==> src/rtl/fel_pkg.sv <==
package fel_pkg;

   typedef enum logic [1:0] {
      EV_IFILL    = 2'b00,
      EV_DFILL    = 2'b01,
      EV_VICFLUSH = 2'b10,
      EV_WBACC    = 2'b11
   } fel_evt_e;

   typedef struct packed {
      logic log_err;     // write status/address/syndromes (or overflow)
      logic is_istream;  // which status bit to set
      logic want_mchk;   // raise machine check
      logic want_crd;    // post CRD interrupt
      logic want_icfix;  // flush Icache and poison octaword parity
   } fel_act_t;

   localparam int unsigned ST_IFILL_BIT = 0;
   localparam int unsigned ST_DFILL_BIT = 1;

endpackage

==> src/rtl/fel_classify.sv <==
module fel_classify
   import fel_pkg::*;
#(
   parameter bit SHADOW_CRD = 1'b1
) (
   input  logic       evt_valid,
   input  logic [1:0] evt_kind,
   input  logic       crd_en,
   output fel_act_t   act
);

   fel_evt_e kind;
   assign kind = fel_evt_e'(evt_kind);

   logic shadow_crd;

   generate
      if (SHADOW_CRD) begin : g_shadow
         assign shadow_crd = crd_en;
      end else begin : g_no_shadow
         assign shadow_crd = 1'b0;
      end
   endgenerate

   always_comb begin
      act = '0;
      if (evt_valid) begin
         unique case (kind)
            EV_IFILL: begin
               act.log_err    = 1'b1;
               act.is_istream = 1'b1;
               act.want_mchk  = 1'b1;
               act.want_crd   = shadow_crd;
               act.want_icfix = 1'b1;
            end
            EV_DFILL: begin
               act.log_err  = crd_en;
               act.want_crd = crd_en;
            end
            EV_VICFLUSH: begin
               act = '0;
            end
            EV_WBACC: begin
               act.want_crd = crd_en;
            end
            default: act = '0;
         endcase
      end
   end

   always_comb begin
      if (act.want_mchk) assert (act.want_icfix)
         else $error("p_mchk_needs_icfix_r1");
   end

endmodule

==> src/rtl/fel_req_hold.sv <==
module fel_req_hold #(
   parameter bit SET_WINS = 1'b1
) (
   input  logic clk,
   input  logic rst_n,
   input  logic set_i,
   input  logic clr_i,
   output logic req_o
);

   logic req_d;

   generate
      if (SET_WINS) begin : g_set_wins
         always_comb begin
            if (set_i)      req_d = 1'b1;
            else if (clr_i) req_d = 1'b0;
            else            req_d = req_o;
         end
      end else begin : g_clr_wins
         always_comb begin
            if (clr_i)      req_d = 1'b0;
            else if (set_i) req_d = 1'b1;
            else            req_d = req_o;
         end
      end
   endgenerate

   always_ff @(posedge clk or negedge rst_n) begin
      if (!rst_n) req_o <= 1'b0;
      else        req_o <= req_d;
   end

   p_req_hold_r3: assert property (@(posedge clk) disable iff (!rst_n)
      (req_o && !clr_i) |=> req_o);

   p_req_rise_src_r10: assert property (@(posedge clk) disable iff (!rst_n)
      $rose(req_o) |-> $past(set_i));

endmodule

==> src/rtl/fel_icache_ctl.sv <==
module fel_icache_ctl #(
   parameter int unsigned QW_IDX_W = 3
) (
   input  logic                clk,
   input  logic                rst_n,
   input  logic                fire,
   input  logic [QW_IDX_W-1:0] qw_idx,
   output logic                flush_o,
   output logic                poison_o,
   output logic [QW_IDX_W-2:0] poison_ow_o
);

   localparam int unsigned OW_W = QW_IDX_W - 1;

   logic [OW_W-1:0] ow_of_qw;
   assign ow_of_qw = qw_idx[QW_IDX_W-1:1];

   always_ff @(posedge clk or negedge rst_n) begin
      if (!rst_n) begin
         flush_o     <= 1'b0;
         poison_o    <= 1'b0;
         poison_ow_o <= '0;
      end else begin
         flush_o  <= fire;
         poison_o <= fire;
         if (fire) poison_ow_o <= ow_of_qw;
      end
   end

   p_pulse_after_fire_r1: assert property (@(posedge clk) disable iff (!rst_n)
      fire |=> (flush_o && poison_o));

   p_no_pulse_without_fire_r1: assert property (@(posedge clk) disable iff (!rst_n)
      !fire |=> !flush_o);

endmodule

==> src/rtl/fel_log_regs.sv <==
module fel_log_regs
   import fel_pkg::*;
#(
   parameter int unsigned ADDR_W   = 37,
   parameter int unsigned SYN_W    = 8,
   parameter int unsigned STAT_W   = 4,
   parameter bit          KEEP_OVF = 1'b1
) (
   input  logic              clk,
   input  logic              rst_n,
   input  fel_act_t          act,
   input  logic [ADDR_W-1:0] fill_addr,
   input  logic [SYN_W-1:0]  syn0,
   input  logic [SYN_W-1:0]  syn1,
   input  logic              err_clr,
   output logic [STAT_W-1:0] status_o,
   output logic              ovf_o,
   output logic [ADDR_W-1:0] addr_o,
   output logic [SYN_W-1:0]  syn0_o,
   output logic [SYN_W-1:0]  syn1_o
);

   logic              held_empty;
   logic              take;
   logic              spill;
   logic [STAT_W-1:0] status_d;
   logic [STAT_W-1:0] new_code;

   // A clear in the same cycle frees the log for the incoming error.
   assign held_empty = err_clr || (status_o == '0);
   assign take       = act.log_err && held_empty;
   assign spill      = act.log_err && !held_empty;

   always_comb begin
      new_code = '0;
      if (act.is_istream) new_code[ST_IFILL_BIT] = 1'b1;
      else                new_code[ST_DFILL_BIT] = 1'b1;
   end

   always_comb begin
      status_d = status_o;
      if (err_clr) status_d = '0;
      if (take)    status_d = new_code;
   end

   always_ff @(posedge clk or negedge rst_n) begin
      if (!rst_n) begin
         status_o <= '0;
         addr_o   <= '0;
         syn0_o   <= '0;
         syn1_o   <= '0;
      end else begin
         status_o <= status_d;
         if (take) begin
            addr_o <= fill_addr;
            syn0_o <= syn0;
            syn1_o <= syn1;
         end
      end
   end

   generate
      if (KEEP_OVF) begin : g_ovf
         always_ff @(posedge clk or negedge rst_n) begin
            if (!rst_n)       ovf_o <= 1'b0;
            else if (spill)   ovf_o <= 1'b1;
            else if (err_clr) ovf_o <= 1'b0;
         end
      end else begin : g_no_ovf
         assign ovf_o = 1'b0;
      end
   endgenerate

   p_no_overwrite_r8: assert property (@(posedge clk) disable iff (!rst_n)
      ((status_o != '0) && !err_clr) |=> ($stable(addr_o) && $stable(syn0_o) && $stable(syn1_o)));

   p_status_kept_r8: assert property (@(posedge clk) disable iff (!rst_n)
      ((status_o != '0) && !err_clr) |=> $stable(status_o));

   p_ovf_sticky_r8: assert property (@(posedge clk) disable iff (!rst_n)
      (ovf_o && !err_clr) |=> ovf_o);

   p_clear_empties_r9: assert property (@(posedge clk) disable iff (!rst_n)
      (err_clr && !act.log_err) |=> (status_o == '0));

   p_one_hot_status_r2: assert property (@(posedge clk) disable iff (!rst_n)
      $onehot0(status_o));

endmodule

==> src/rtl/fill_ecc_err_log.sv <==
module fill_ecc_err_log
   import fel_pkg::*;
#(
   parameter int unsigned ADDR_HI    = 42,
   parameter int unsigned ADDR_LO    = 6,
   parameter int unsigned SYN_W      = 8,
   parameter int unsigned STAT_W     = 4,
   parameter bit          SHADOW_CRD = 1'b1,
   parameter bit          KEEP_OVF   = 1'b1,
   localparam int unsigned ADDR_W    = ADDR_HI - ADDR_LO + 1,
   localparam int unsigned QW_IDX_W  = ADDR_LO - 3,
   localparam int unsigned OW_W      = QW_IDX_W - 1
) (
   input  logic                clk,
   input  logic                rst_n,
   input  logic                evt_valid,
   input  logic [1:0]          evt_kind,
   input  logic [QW_IDX_W-1:0] evt_qw,
   input  logic [ADDR_W-1:0]   evt_addr,
   input  logic [SYN_W-1:0]    evt_syn0,
   input  logic [SYN_W-1:0]    evt_syn1,
   input  logic                crd_en,
   input  logic                err_clr,
   input  logic                crd_clr,
   input  logic                mchk_ack,
   output logic [STAT_W-1:0]   err_status,
   output logic                err_ovf,
   output logic [ADDR_W-1:0]   err_addr,
   output logic [SYN_W-1:0]    err_syn0,
   output logic [SYN_W-1:0]    err_syn1,
   output logic                mchk_req,
   output logic                crd_req,
   output logic                ic_flush,
   output logic                ic_poison,
   output logic [OW_W-1:0]     ic_poison_ow
);

   generate
      if (ADDR_LO < 5) begin : g_bad_lo
         $error("fill_ecc_err_log: block must hold at least two octawords");
      end
      if (ADDR_HI <= ADDR_LO) begin : g_bad_hi
         $error("fill_ecc_err_log: address range is empty");
      end
      if (STAT_W < 2) begin : g_bad_stat
         $error("fill_ecc_err_log: status needs two bits");
      end
      if (SYN_W < 1) begin : g_bad_syn
         $error("fill_ecc_err_log: syndrome width must be positive");
      end
   endgenerate

   fel_act_t act;

   fel_classify #(
      .SHADOW_CRD (SHADOW_CRD)
   ) u_classify (
      .evt_valid (evt_valid),
      .evt_kind  (evt_kind),
      .crd_en    (crd_en),
      .act       (act)
   );

   fel_log_regs #(
      .ADDR_W   (ADDR_W),
      .SYN_W    (SYN_W),
      .STAT_W   (STAT_W),
      .KEEP_OVF (KEEP_OVF)
   ) u_log (
      .clk       (clk),
      .rst_n     (rst_n),
      .act       (act),
      .fill_addr (evt_addr),
      .syn0      (evt_syn0),
      .syn1      (evt_syn1),
      .err_clr   (err_clr),
      .status_o  (err_status),
      .ovf_o     (err_ovf),
      .addr_o    (err_addr),
      .syn0_o    (err_syn0),
      .syn1_o    (err_syn1)
   );

   fel_req_hold #(
      .SET_WINS (1'b1)
   ) u_mchk (
      .clk   (clk),
      .rst_n (rst_n),
      .set_i (act.want_mchk),
      .clr_i (mchk_ack),
      .req_o (mchk_req)
   );

   fel_req_hold #(
      .SET_WINS (1'b1)
   ) u_crd (
      .clk   (clk),
      .rst_n (rst_n),
      .set_i (act.want_crd),
      .clr_i (crd_clr),
      .req_o (crd_req)
   );

   fel_icache_ctl #(
      .QW_IDX_W (QW_IDX_W)
   ) u_icache (
      .clk         (clk),
      .rst_n       (rst_n),
      .fire        (act.want_icfix),
      .qw_idx      (evt_qw),
      .flush_o     (ic_flush),
      .poison_o    (ic_poison),
      .poison_ow_o (ic_poison_ow)
   );

   p_flush_with_mchk_r1: assert property (@(posedge clk) disable iff (!rst_n)
      ic_flush |-> mchk_req);

   p_mchk_source_r3: assert property (@(posedge clk) disable iff (!rst_n)
      $rose(mchk_req) |-> $past(evt_valid && (evt_kind == EV_IFILL)));

   p_victim_quiet_r6: assert property (@(posedge clk) disable iff (!rst_n)
      (evt_valid && (evt_kind == EV_VICFLUSH) && !err_clr) |=>
         ($stable(err_status) && $stable(err_addr) && $stable(err_ovf) && !ic_flush));

   p_wb_nolog_r7: assert property (@(posedge clk) disable iff (!rst_n)
      (evt_valid && (evt_kind == EV_WBACC) && !err_clr) |=>
         ($stable(err_status) && $stable(err_ovf) && $stable(err_addr)));

   p_crd_gated_r5: assert property (@(posedge clk) disable iff (!rst_n)
      $rose(crd_req) |-> $past(crd_en));

endmodule

==> config.mk <==
export PLATFORM = sky130hd
export DESIGN_NAME = fill_ecc_err_log
export DESIGN_NICKNAME = d
export VERILOG_FILES = /design/src/rtl/fel_pkg.sv /design/src/rtl/fel_classify.sv /design/src/rtl/fel_req_hold.sv /design/src/rtl/fel_icache_ctl.sv /design/src/rtl/fel_log_regs.sv /design/src/rtl/fill_ecc_err_log.sv
export SDC_FILE = /design/constraint.sdc
export NUM_CORES = 1
export LEC_CHECK = 0
export ABC_CLOCK_PERIOD_IN_PS = 1650
export BUFFER_PORTS_ARGS = -buffer_cell sky130_fd_sc_hd__clkbuf_2
export CORE_MARGIN = 3
export CORE_UTILIZATION = 45
export DETAILED_ROUTE_END_ITERATION = 10
export PLACE_DENSITY = 0.78
export SETUP_SLACK_MARGIN = 0.15
export SYNTH_ARGS = -nofsm -noshare
export SYNTH_HDL_FRONTEND = slang
export SYNTH_SLANG_ARGS = --single-unit
==> constraint.sdc <==
create_clock -name clk -period 1.65 [get_ports clk]
set_clock_uncertainty 0.05 [all_clocks]
set_input_delay 0.165 -clock clk [delete_from_list [all_inputs] [get_ports clk]]
set_output_delay 0.165 -clock clk [all_outputs]
set_load 0.01 [all_outputs]
==> flow_metrics.py <==
metrics = {
    "floorplan": {
        "die_h_um": 81.3,
        "die_area_sq_um": 6610,
        "num_rows": 26,
        "start_util": 0.481,
        "io_pins": 129,
        "coreArea_sq_um": 5300,
        "die_x_um": 81.3,
    },
    "timing": {
        "drv_slew": 0,
        "rsz0062_at_grt": "yes",
        "fin_setup_tns_ns": 0,
        "period_minus_slack_ns": 1.52,
        "post-route-period-util": 0.921,
        "setup_viol": 0,
        "max_freq_ghz": 0.658,
        "finalHoldViolCount": 0,
    },
    "power": {
        "total_power_mw": 4.26,
        "power_density_nw_per_um2": 1190,
        "p_leak_nw": 2.00,
        "ir_drop_v": 0.000566,
    },
    "hold_path": {
        "worstHoldPathCells": 2,
        "hp-class": "input port to flip-flop",
    },
    "clock_network": {
        "clkLatencyLatePin_ns": 0.32,
        "cts_tree": "built",
        "clockBufferDepth": 2,
        "clockRootBuffer": "clkbuf_8",
        "clkTransAtPathRegs_ns": 0.07,
        "cts_num_sinks": 61,
        "cts_buffers": 9,
        "cts_max_level": 3,
    },
    "cells_and_area": {
        "nNetsFinal": 352,
        "drive_above_1_share": 0.717,
        "layout.cells.most_common_list": "clkbuf_2, dfrtp_1, mux2_4, clkbuf_8",
        "final_common_cell": "clkbuf_2",
        "syn_to_final_growth_pct": 39.9,
        "final_util": 0.673,
        "post-route-cell-area_sq_um": 3570,
        "diodes": 0,
        "fin_cells": 360,
    },
    "logic_synthesis": {
        "ys_seq_area_frac": 0.598,
        "ys_seq_elements": 61,
        "synth_area_leader_cell": "dfrtp_1",
        "synth_area_per_cell_sq_um": 17.6,
        "ys_warn_count": 0,
        "post_synth_num_cell_types": 19,
        "yosysTopAreaCellShare": 0.598,
        "synth_edf_count": 0,
        "synthCells": 145,
        "async_flop_share": 1.00,
        "synth.cell_area_sq_um": 2550,
        "synth-main-ff-cell": "dfrtp_1",
        "synth.area.top_cells": "dfrtp_1, mux2_4, buf_6, mux2_2, buf_4",
    },
    "detailed_routing": {
        "ant_nets": 0,
        "wl_per_cell_um": 15.7,
        "drt_drc_violations_left": 0,
        "drtIter0Drc": 43,
        "drt-total-wl_um": 5640,
        "routed_via_density": 4.66,
        "firstDrtPassIters": 4,
        "routed-via-count": 1679,
    },
    "grt": {
        "grt_first_pass_wirelength_um": 8200,
        "grt_pass1_vias": 1685,
        "gr-total-overflow": 0,
        "grt_max_degree": 62,
        "antenna_found_initial": 0,
        "grt_util_all_layers": 0.166,
    },
    "setup_path": {
        "timing.critical_path.arrival_ns": 1.67,
        "cp-start-kind": "flip-flop",
        "path_max_fanout": 8,
        "reg2reg_depth": 5,
        "path_class": "flip-flop to flip-flop",
        "critPathCaptureType": "flip-flop",
        "cp_data_required_time_ns": 1.80,
    },
    "place": {
        "placed_cell_area_sq_um": 3250,
        "port-buffer-count": 125,
        "dp.final_hpwl_um": 3860,
        "placedCellCount": 336,
        "gp_congestion": 0.700,
    },
    "run": {
        "maxCapViolCount": 0,
    },
    "run_status": {
        "status": "complete, no violations",
    },
}
[where the power goes]
part | switching [mW] | total, mW | internal (mW)
clock | 0.507 | 1.11 | 0.605
combinational | 0.476 | 1.17 | 0.696
sequential | 0.172 | 1.97 | 1.80
[cell usage after synthesis, types with 2 or more instances]
library cell   n
dfrtp_1       61
buf_6          5
mux2_2         5
mux2_4        50
nand2b_1       2
buf_4          3
inv_1          5
o21ai_0        3
[what timing repair did]
item	CTS	global route
gates resized for setup	0	5
buffers inserted	0	4
endpoints found under the setup margin	3	32
endpoints found under the hold margin	62	0
cloned	0	4
hold buffers	2	0
pin swaps	0	2
[logic make-up (layout without fill, tap and decap cells)]
| logic type | after synthesis | count (layout) | synth area share |
|---|---|---|---|
| multiplexers | 55 | 55 | 0.316 |
| buffers and inverters | 13 | 157 | 0.0383 |
| AND/OR/NAND/NOR | 8 | 8 | 0.0235 |
| AO/OA/AOI/OAI | 7 | 7 | 0.0221 |
| other | 1 | 2 | 0.00147 |
| flip-flops | 61 | 61 | 0.598 |
[sequential cells by signal (all words and copies together) (netlist names)]
register / flops
u_log.syn0_o: 8
u_mchk.req_o: 1
u_crd.req_o: 1
u_log.ovf_o: 1
u_log.addr_o: 37
u_icache.flush_o: 1
u_icache.poison_ow_o: 2
u_log.status_o: 2
u_log.syn1_o: 8
[final cells by class]
| type | instances | area (sq um) |
|---|---|---|
| well taps | 70 | 87.6 |
| clock buffers | 12 | 155 |
| inverters | 5 | 18.8 |
| repair buffers | 138 | 833 |
| fillers | 400 | 1730 |
| multi-input cells | 72 | 938 |
| flip-flops and latches | 61 | 1530 |
| clock inverters | 2 | 10.0 |
[per-layer routing]
metal | track usage | vias up | wire length [um]
li1 | - | 782 | -
met1 | 0.205 | 805 | 2290
met2 | 0.274 | 81 | 2820
met3 | 0.0477 | 11 | 429
met4 | 0.0659 | 0 | 98
met5 | 0 | - | 0
[critical path: stages, from the launching register on]
cell	delay, ns
dfrtp_1	0.41
nor2_4	0.06
o211ai_4	0.24
buf_6	0.17
clkbuf_16	0.17
mux2_4	0.30
[through the flow]
| stage | setup WS (ns) | hold slack (ns) |
|---|---|---|
| floorplan | 0.192 | -0.181 |
| global placement | 0.177 | 0.149 |
| detailed placement | 0.120 | 0.151 |
| CTS | 0.115 | 0.00725 |
| global route | 0.0914 | 0.00340 |
| finish | 0.131 | 0.0202 |
[path summary, 6_finish.rpt]
check | start | end | slack, ns
hold / removal | evt_addr[5] | u_log.addr_o[5]$_DFFE_PN0P_ | 0.02
hold reg to reg | u_mchk.req_o$_DFFE_PN0P_ | u_mchk.req_o$_DFFE_PN0P_ | 0.45
setup / recovery | u_log.status_o[1]$_DFFE_PN0P_ | u_log.addr_o[0]$_DFFE_PN0P_ | 0.13
min in group asynchronous | rst_n | u_log.addr_o[2]$_DFFE_PN0P_ | 0.35
max in group asynchronous | rst_n | u_log.addr_o[12]$_DFFE_PN0P_ | 0.95
setup reg to reg | u_log.status_o[1]$_DFFE_PN0P_ | u_log.addr_o[0]$_DFFE_PN0P_ | 0.13
Power figures use the tool's default switching activity.
